File: config.mk
export PLATFORM = sky130hd
export DESIGN_NAME = rs485_dir_ctrl
export DESIGN_NICKNAME = d
export VERILOG_FILES = /design/src/rtl/rs485_dir_pkg.sv /design/src/rtl/rs485_hold_timer.sv /design/src/rtl/rs485_dir_fsm.sv /design/src/rtl/rs485_irq_gate.sv /design/src/rtl/rs485_dir_ctrl.sv
export SDC_FILE = /design/constraint.sdc
export NUM_CORES = 1
export LEC_CHECK = 0
export BUFFER_PORTS_ARGS = -buffer_cell sky130_fd_sc_hd__buf_4
export CAP_MARGIN = 15
export CORE_AREA = 2 2 39 41
export DETAILED_ROUTE_END_ITERATION = 16
export DIE_AREA = 0 0 41 43
export PLACE_DENSITY_LB_ADDON = 0.25
export SLEW_MARGIN = 15
export SYNTH_ARGS = -nofsm -noshare
export SYNTH_HDL_FRONTEND = slang
export SYNTH_SLANG_ARGS = --single-unit
File: constraint.sdc
create_clock -name clk_i -period 2.25 [get_ports clk_i]
set_clock_uncertainty 0.05 [all_clocks]
set_input_delay 0.45 -clock clk_i [delete_from_list [all_inputs] [get_ports clk_i]]
set_output_delay 0.45 -clock clk_i [all_outputs]
set_load 0.005 [all_outputs]
File: src/rtl/rs485_dir_pkg.sv
package rs485_dir_pkg;
  typedef enum logic [1:0] {
    ST_RX   = 2'd0,
    ST_TX   = 2'd1,
    ST_HOLD = 2'd2
  } dir_st_e;
endpackage

File: src/rtl/rs485_hold_timer.sv
module rs485_hold_timer #(
  parameter int unsigned TICKS = 16
) (
  input  logic clk_i,
  input  logic rst_ni,
  input  logic clear_i,
  input  logic run_i,
  input  logic tick_i,
  output logic done_o
);
  localparam int unsigned CW = (TICKS > 2) ? $clog2(TICKS) : 1;
  localparam logic [CW-1:0] LAST = CW'(TICKS - 1);

  logic [CW-1:0] cnt_q;

  assign done_o = run_i & tick_i & (cnt_q == LAST);

  always_ff @(posedge clk_i or negedge rst_ni) begin
    if (!rst_ni)              cnt_q <= '0;
    else if (clear_i)         cnt_q <= '0;
    else if (run_i && tick_i) cnt_q <= done_o ? '0 : cnt_q + 1'b1;
  end

  p_cnt_hold_r6: assert property (@(posedge clk_i) disable iff (!rst_ni)
    (!clear_i && !tick_i) |=> $stable(cnt_q));
  p_cnt_range_r6: assert property (@(posedge clk_i) disable iff (!rst_ni)
    cnt_q <= LAST);
  p_clr_zero_r7: assert property (@(posedge clk_i) disable iff (!rst_ni)
    clear_i |=> (cnt_q == '0));
endmodule

File: src/rtl/rs485_dir_fsm.sv
module rs485_dir_fsm
  import rs485_dir_pkg::*;
(
  input  logic    clk_i,
  input  logic    rst_ni,
  input  logic    en_i,
  input  logic    wr_i,
  input  logic    empty_i,
  input  logic    busy_i,
  input  logic    done_i,
  output dir_st_e state_o,
  output logic    run_o,
  output logic    clear_o
);
  dir_st_e st_q, st_d;

  always_comb begin
    st_d = st_q;
    if (!en_i) begin
      st_d = ST_RX;
    end else begin
      unique case (st_q)
        ST_RX:   if (wr_i) st_d = ST_TX;
        ST_TX:   if (!wr_i && empty_i && !busy_i) st_d = ST_HOLD;
        ST_HOLD: begin
          if (wr_i)        st_d = ST_TX;
          else if (done_i) st_d = ST_RX;
        end
        default: st_d = ST_RX;
      endcase
    end
  end

  always_ff @(posedge clk_i or negedge rst_ni) begin
    if (!rst_ni) st_q <= ST_RX;
    else         st_q <= st_d;
  end

  assign state_o = st_q;
  assign run_o   = (st_q == ST_HOLD);
  assign clear_o = (st_q != ST_HOLD);

  p_wr_to_tx_r4: assert property (@(posedge clk_i) disable iff (!rst_ni)
    (en_i && wr_i) |=> (st_q == ST_TX));
  p_keep_tx_r5: assert property (@(posedge clk_i) disable iff (!rst_ni)
    (en_i && st_q == ST_TX && (!empty_i || busy_i)) |=> (st_q == ST_TX));
  p_off_rx_r9: assert property (@(posedge clk_i) disable iff (!rst_ni)
    !en_i |=> (st_q == ST_RX));
  p_no_skip_r6: assert property (@(posedge clk_i) disable iff (!rst_ni)
    (st_q == ST_TX) |=> (st_q != ST_RX) || !$past(en_i));
endmodule

File: src/rtl/rs485_irq_gate.sv
module rs485_irq_gate (
  input  logic clk_i,
  input  logic rst_ni,
  input  logic en_i,
  input  logic empty_i,
  input  logic busy_i,
  output logic irq_o
);
  always_comb begin
    irq_o = empty_i;
    if (en_i && busy_i) irq_o = 1'b0;
  end

  p_irq_wait_r3: assert property (@(posedge clk_i) disable iff (!rst_ni)
    (en_i && busy_i) |-> !irq_o);
  p_irq_early_r2: assert property (@(posedge clk_i) disable iff (!rst_ni)
    (!en_i && empty_i && busy_i) |-> irq_o);
  p_irq_full_r3: assert property (@(posedge clk_i) disable iff (!rst_ni)
    !empty_i |-> !irq_o);
endmodule

File: src/rtl/rs485_dir_ctrl.sv
module rs485_dir_ctrl
  import rs485_dir_pkg::*;
#(
  parameter int unsigned BIT_TICKS = 16
) (
  input  logic clk_i,
  input  logic rst_ni,
  input  logic auto_en_i,
  input  logic dir_inv_i,
  input  logic fifo_wr_i,
  input  logic fifo_empty_i,
  input  logic shift_busy_i,
  input  logic baud_tick_i,
  output logic dir_o,
  output logic tx_irq_o
);
  dir_st_e st;
  logic    run, clear, done;

  rs485_dir_fsm u_fsm (
    .clk_i   (clk_i),
    .rst_ni  (rst_ni),
    .en_i    (auto_en_i),
    .wr_i    (fifo_wr_i),
    .empty_i (fifo_empty_i),
    .busy_i  (shift_busy_i),
    .done_i  (done),
    .state_o (st),
    .run_o   (run),
    .clear_o (clear)
  );

  rs485_hold_timer #(.TICKS(BIT_TICKS)) u_timer (
    .clk_i   (clk_i),
    .rst_ni  (rst_ni),
    .clear_i (clear),
    .run_i   (run),
    .tick_i  (baud_tick_i),
    .done_o  (done)
  );

  rs485_irq_gate u_irq (
    .clk_i   (clk_i),
    .rst_ni  (rst_ni),
    .en_i    (auto_en_i),
    .empty_i (fifo_empty_i),
    .busy_i  (shift_busy_i),
    .irq_o   (tx_irq_o)
  );

  // receive level is high unless inverted
  assign dir_o = (st == ST_RX) ^ dir_inv_i;

  p_release_r6: assert property (@(posedge clk_i) disable iff (!rst_ni)
    (auto_en_i && !fifo_wr_i && done) |=> (dir_o == !dir_inv_i));
  p_cancel_r7: assert property (@(posedge clk_i) disable iff (!rst_ni)
    (auto_en_i && fifo_wr_i && run) |=> (dir_o == dir_inv_i));
  p_done_gated_r6: assert property (@(posedge clk_i) disable iff (!rst_ni)
    done |-> (baud_tick_i && st == ST_HOLD));
endmodule

==> results.txt, run 1 <==
----------------------------------------------------
[Floorplan]
  Initial cell density of the core ... 23.4%
  Floorplan die area ... 1760 um^2
  Core region area ... 1380 um^2
  Row count ... 14
  Top-Level Pins ... 10
  Die boundary width ... 41 um
  Height of the chip ... 43 um

[Timing]
  Max-slew violation count ... 0
  # setup viols final ... 0
  RSZ-0062 raised after global routing ... no
  Hold violation total from the final report ... 0
  Worst setup slack after layout ... 671 ps
  Tightest Pin Transition ... 130 ps
  Final critical-path required period ... 1580 ps
  WHS ... 323 ps
  Sum of negative setup slack ... 0 ps
  Worst relative slew slack ... 91.1%
  Share of the clock period used by the worst path after layout ... 70.2%
  Upper clock frequency limit ... 633 MHz

[Synth]
  Post-synthesis adder-cell area fraction ... 3.86%
  Xor and xnor area share after synthesis ... 8.11%
  Area share of and/or/nand/nor cells after synthesis ... 31.3%
  Post-synthesis compound-gate area fraction ... 7.34%
  Multiplexer share of the synthesized area ... 3.09%
  Cells after Synth ... 33
  Share of synthesized area occupied by flip-flops and latches ... 46.3%
  Yosys warning count ... 0
  Number of nets in the synthesized netlist ... 42
  Main combinational cell family by area after synthesis ... simple AND/OR/NAND/NOR gates
  Number of flip-flops and latches in the synthesized netlist ... 6
  Netlist area before placement ... 324 um^2
  Mean Syn Cell Area ... 9.82 um^2
  Cell variety after synth ... 14

[Detailed routing]
  Post-route antenna net violation count ... 0
  Starting DRT DRC Count ... 7
  DRT Wirelength ... 572 um
  # DRC ... 0
  Post-detailed-route wirelength per cell ... 9.23 um
  Via/cell ratio ... 4.19
  Total via count after detailed routing ... 260
  Number of iterations in the first detailed-routing pass ... 4

[Final layout]
  Share of layout cells above drive strength 1 ... 28.3%
  Antenna cells ... 0
  Layout overhead on the synthesized area ... 37.1%
  Count of fill cells added during filler insertion ... 145
  Net count of the finished layout ... 57

[Job]
  Maxcap violations ... 0

[Global route]
  Maximum number of pins on one net before global-route repair ... 7
  Global-route wire length before repair ... 966 um
  Antenna violations before repair ... 0
  Vias in the first global route ... 256
  Grt ovf ... 0
  Combined global-route utilization of all metal layers ... 8.61%

[Place]
  Routability Congestion ... 0.602
  Dpl ws ... 908 ps
  Half-perimeter wire length after placement ... 450 um
  Port buffer count ... 9

[Clock network]
  Count of instances resized after the clock tree is built ... 0
  Num CTS Buffers ... 3
  CTS tree ... built
  Latest clock arrival within the worst-skew pair ... 240 ps
  Max clock buf depth ... 2
  CTS H-tree lvls ... 1
  Clock Root Buffer ... sky130_fd_sc_hd__clkbuf_4
  Post-CTS clock slew at the launch and capture registers of the worst setup and hold paths ... 40 ps
  Clock sinks ... 6
  Buffer count from post-CTS setup fixing ... 0
  Count of hold-fix buffers inserted at cts ... 1

[Critical path]
  Critical R2R Launch ... u_timer.cnt_q[0]
  Start point of the critical path ... u_fsm.state_o[0]
  Startpoint type of the worst setup path ... flip-flop
  Arrival @ worst endpoint ... 1080 ps
  Critical path peak fanout ... 6
  Type of the setup path with the least slack ... flip-flop to primary output
  Worst endpoint required time ... 1750 ps
  Type of destination of the critical path ... primary output

[Min path]
  Worst hold start ... fifo_wr_i
  HP Class ... input port to flip-flop

[Pwr]
  PwrDens ... 536 nW/um^2
  Worst vdd ir ... 0.000188 V
  Static leakage ... 0.209 nW

[Run status]
  Outcome ... finished, final reports clean

----------------------------------------------------
Yosys cell counts:
master	n	area, um^2
sky130_fd_sc_hd__nand2b_1	3	18.8
sky130_fd_sc_hd__nand4_1	2	12.5
sky130_fd_sc_hd__o22ai_1	1	6.26
sky130_fd_sc_hd__nor3b_2	1	12.5
sky130_fd_sc_hd__nand2_1	5	18.8
sky130_fd_sc_hd__a21oi_1	2	10.0
sky130_fd_sc_hd__and4bb_1	1	12.5
sky130_fd_sc_hd__and2b_1	1	7.51
sky130_fd_sc_hd__nor2_1	5	18.8
sky130_fd_sc_hd__xor2_1	3	26.3
sky130_fd_sc_hd__dfrtp_1	6	150
sky130_fd_sc_hd__a21boi_1	1	7.51
sky130_fd_sc_hd__mux2i_1	1	10.0
sky130_fd_sc_hd__ha_1	1	12.5
cell usage in the layout (no fill, tap or decap), types with 2 or more instances in the layout:
master                     n
sky130_fd_sc_hd__dfrtp_1   6
sky130_fd_sc_hd__buf_4     9
sky130_fd_sc_hd__xor2_1    3
sky130_fd_sc_hd__nand2b_1  3
sky130_fd_sc_hd__nand4_1   2
sky130_fd_sc_hd__a21oi_1   2
sky130_fd_sc_hd__clkbuf_4  3
sky130_fd_sc_hd__nand2_1   5
sky130_fd_sc_hd__nor2_1    5
metal layers:
metal,track usage [%],share of wire (%),vias up
met5,0,0,-
met4,8.00,0,0
met3,3.14,6.3,0
met2,11.6,46,7
met1,9.93,48,113
li1,-,-,140
sequential cells by signal, indices dropped and copies added (netlist names):
signal,cells
u_fsm.state_o,2
u_timer.cnt_q,4
worst paths after layout:
check,endpoint,slack [ps],depth (start not counted)
max,dir_o,670,3
min,u_fsm.state_o[1],320,2
max reg2reg,u_fsm.state_o[1],1120,4
min reg2reg,u_timer.cnt_q[3],500,2
max in group asynchronous,u_fsm.state_o[1],1530,2
min in group asynchronous,u_timer.cnt_q[2],510,2
worst max-delay path, cell delays in order (launching register included):
cell and delay (ps):
sky130_fd_sc_hd__dfrtp_1 420, sky130_fd_sc_hd__nor2_1 150, sky130_fd_sc_hd__xor2_1 150, sky130_fd_sc_hd__buf_4 120
through the flow:
step | utilization (%) | instances | area (um^2) | total power [mW]
after global routing | 32.1 | 62 | 444 | 0.253
after global placement | 29.7 | 58 | 412 | 0.143
after detailed placement | 29.7 | 58 | 412 | 0.144
after floorplan | - | 33 | 324 | 0.123
after CTS | 32.1 | 62 | 444 | 0.245
final | 32.1 | 62 | 444 | 0.238
cell families after synthesis:
| logic type | count (synthesis) |
|---|---|
| simple gates | 18 |
| xor+xnor | 3 |
| compound gates | 4 |
| mux | 1 |
| fa+ha+maj | 1 |
| flops | 6 |
where the power goes:
part	internal, mW	total (mW)	switching, mW
clock network	0.0601	0.0954	0.0353
registers	0.110	0.112	0.00208
logic	0.0190	0.0306	0.0116
total	0.189	0.238	0.0491
layout make-up:
class                   instances  area [um^2]  area share [%]
multi-input cells              27          174            39.2
flip-flops and latches          6          150            33.8
clock buffers                   3         22.5            5.07
well taps                      16         20.0            4.51
repair buffers                 10         77.6            17.5
Note: power is estimated with default switching activity, not from simulation.
==> inputs of run 2 (changes only) <==
--- a/config.mk
+++ b/config.mk
@@ -5,6 +5,7 @@
 export SDC_FILE = /design/constraint.sdc
 export NUM_CORES = 1
 export LEC_CHECK = 0
+export ABC_AREA = 1
 export BUFFER_PORTS_ARGS = -buffer_cell sky130_fd_sc_hd__buf_4
 export CAP_MARGIN = 15
 export CORE_AREA = 2 2 39 41
==> constraint.sdc (replaced) <==
create_clock -name clk_i -period 1.45 [get_ports clk_i]
set_clock_uncertainty 0.05 [all_clocks]
set_input_delay 0.29 -clock clk_i [delete_from_list [all_inputs] [get_ports clk_i]]
set_output_delay 0.29 -clock clk_i [all_outputs]
set_load 0.005 [all_outputs]
==> run 2 against run 1 <==
Die area unchanged. Sequential share of layout area decreased by 4.3 points. First-iteration DRC count decreased by 29%. Final cell count increased by 32%. Non-clock buffer count increased by 2. Via count increased by 47%. Critical path type unchanged. Largest cell class unchanged.
==> results.txt, run 2 <==
----------------------------------------------------
[Run status]
  Outcome ... finished, final reports clean

[Job]
  Maxcap violations ... 0

[Timing]
  Final critical-path required period ... 1400 ps
  # setup viols final ... 0
  Upper clock frequency limit ... 716 MHz
  RSZ-0062 raised after global routing ... yes
  Worst relative slew slack ... 87.4%
  Max-slew violation count ... 0
  WHS ... 267 ps
  Worst setup slack after layout ... 53.9 ps
  Hold violation total from the final report ... 0
  Share of the clock period used by the worst path after layout ... 96.3%
  Sum of negative setup slack ... 0 ps
  Tightest Pin Transition ... 188 ps

[Detailed routing]
  Starting DRT DRC Count ... 5
  Via/cell ratio ... 4.65
  Post-detailed-route wirelength per cell ... 9.77 um
  DRT Wirelength ... 801 um
  # DRC ... 0
  Number of iterations in the first detailed-routing pass ... 4
  Post-route antenna net violation count ... 0
  Total via count after detailed routing ... 381

[Final layout]
  Register with the most flip-flops ... u_timer.cnt_q
  Flip-flop count of the largest register, all copies and words added ... 4
  Count of fill cells added during filler insertion ... 144
  Final cell count without fillers ... 82
  Layout overhead on the synthesized area ... 39.1%
  Share of layout cells above drive strength 1 ... 33.3%
  Net count of the finished layout ... 77
  Sequential cell area ... 153 um^2
  Most frequent cells in the layout ... sky130_fd_sc_hd__nand2_1 (11), sky130_fd_sc_hd__buf_4 (11), sky130_fd_sc_hd__inv_1 (7), sky130_fd_sc_hd__nand3_1 (7)
  Final design instance area without fill ... 517 um^2
  Final core utilization ... 37.3%
  Antenna cells ... 0
  Footprint of the multi-input gates ... 195 um^2

[Critical path]
  Slowest Stage Delay on Critical Path ... 430 ps
  Cell family with most CP delay ... flip-flops
  Worst flop-to-flop path endpoint ... u_fsm.state_o[0]
  Type of destination of the critical path ... primary output
  Number of cells on the worst reg-to-reg path ... 5
  Critical R2R Launch ... u_timer.cnt_q[0]
  Type of the setup path with the least slack ... flip-flop to primary output
  Slowest library cell on the worst path ... sky130_fd_sc_hd__dfrtp_2
  Arrival @ worst endpoint ... 1060 ps
  Setup slack of the most critical reg-to-reg path ... 280 ps
  Number of buffer and inverter stages on the critical path ... 1
  Critical path peak fanout ... 4
  Worst endpoint required time ... 1110 ps
  Startpoint type of the worst setup path ... flip-flop
  CP cell instances ... nor2_4 -> xor2_1 -> buf_4

[Min path]
  HP Class ... input port to flip-flop
  Worst hold start ... baud_tick_i
  Cell count of the worst hold path ... 3
  WHS Endpoint ... u_timer.cnt_q[1]

[Place]
  Half-perimeter wire length after placement ... 602 um
  Dpl ws ... 245 ps
  Instance count after placement with tap cells included ... 76
  Port buffer count ... 9
  Routability Congestion ... 0.761
  DP Area ... 459 um^2

[Synth]
  Most numerous cell in the Yosys netlist ... sky130_fd_sc_hd__nand2_1
  Share of synthesized area occupied by flip-flops and latches ... 40.4%
  Area leader, netlist ... sky130_fd_sc_hd__dfrtp_1
  Number of nets in the synthesized netlist ... 60
  Cells after Synth ... 51
  Proportion of register bits with asynchronous set or reset after synthesis ... 100%
  Netlist area before placement ... 372 um^2
  Number of flops mapped to enable cells by yosys ... 0
  Top flip-flop cell by instance count after synthesis ... sky130_fd_sc_hd__dfrtp_1
  Cell variety after synth ... 17
  Top post-synthesis cells by area ... sky130_fd_sc_hd__dfrtp_1 (40%), sky130_fd_sc_hd__nand2_1 (11%), sky130_fd_sc_hd__nand3_1 (9.4%)
  Number of flip-flops and latches in the synthesized netlist ... 6
  Most common library cells after synthesis ... sky130_fd_sc_hd__nand2_1 (11), sky130_fd_sc_hd__inv_1 (7), sky130_fd_sc_hd__nand3_1 (7)
  Yosys warning count ... 0
  Mean Syn Cell Area ... 7.29 um^2
  Proportion of netlist area held by the largest area contributor ... 40.4%

[Clock network]
  CTS H-tree lvls ... 1
  Latest clock arrival within the worst-skew pair ... 250 ps
  Clock sinks ... 6
  Post-CTS clock slew at the launch and capture registers of the worst setup and hold paths ... 50 ps
  CTS tree ... built
  Clock Root Buffer ... sky130_fd_sc_hd__clkbuf_4
  Max clock buf depth ... 2
  Num CTS Buffers ... 3

[Floorplan]
  Initial cell density of the core ... 26.9%
  Height of the chip ... 43 um
  Row count ... 14
  Die boundary width ... 41 um
  Top-Level Pins ... 10
  Core region area ... 1380 um^2
  Floorplan die area ... 1760 um^2

[Pwr]
  PwrDens ... 1210 nW/um^2
  Worst vdd ir ... 0.000471 V
  Static leakage ... 0.268 nW
  Post-route total power ... 0.626 mW

[Global route]
  Grt ovf ... 0
  Maximum number of pins on one net before global-route repair ... 7
  Vias in the first global route ... 314
  Antenna violations before repair ... 0
  Global-route wire length before repair ... 1240 um
  Combined global-route utilization of all metal layers ... 10.9%

----------------------------------------------------
==> run 2: changes by cell type after synthesis, sizes merged, moves of 2 or more <==
cell and delta:
xor2 -2, nand3 +7, nor2 +2, inv +9, nand2 +7, nand2b -3
==> run 2: worst max-delay path by stage <==
stage / cells past startpoint / endpoint / startpoint / slack (ps)
final: 3 / dir_o / u_fsm.state_o[1] / 50
after global routing: 3 / dir_o / u_fsm.state_o[1] / -9
after CTS: 3 / dir_o / u_fsm.state_o[0] / 10
after detailed placement: 3 / dir_o / u_fsm.state_o[1] / 240
after global placement: 3 / dir_o / u_fsm.state_o[1] / 250
after floorplan: 5 / u_fsm.state_o[0] / u_timer.cnt_q[0] / 360
==> run 2: metal layers <==
metal  vias to the layer above  global-route usage, %  routed length, um
met5                         -                      0                  0
met4                         0                   4.00                  0
met3                         0                   7.85                 44
met2                        11                   15.3                379
met1                       178                   12.3                377
li1                        192                      -                  -
==> run 2: timing repair <==
item	CTS	global route
pin swaps	0	2
endpoints found under the hold margin	6	0
gates resized for setup	1	3
hold buffers	1	0
setup endpoints to repair	1	1
buffers inserted	0	2
==> run 2: worst reg2reg max path: cells and delay by family (launching register included) <==
kind	cells	cell delay (ps)
flip-flops	1	400
AND/OR/NAND/NOR	4	370
adder cells (fa/ha/maj)	1	230
==> run 2: kinds of logic after synthesis <==
logic type	count (synthesis)	share of synthesized area, %
compound gates	4	6.06
xor+xnor	1	2.36
fa+ha+maj	1	3.37
buf+inv	9	9.09
flops	6	40.4
mux	1	2.69
simple gates	29	36.0
==> run 2: cell type report <==
class	instances	area share (%)
clock buffers	3	4.36
repair buffers	12	17.9
flip-flops and latches	6	29.5
well taps	16	3.87
multi-input cells	36	37.8
inverters	9	6.54
==> run 2: report_power, final <==
group | leakage (nW) | switching [mW] | internal (mW)
combinational | 0.175 | 0.108 | 0.121
sequential | 0.0790 | 0.0414 | 0.199
clock | 0.0138 | 0.0634 | 0.0938
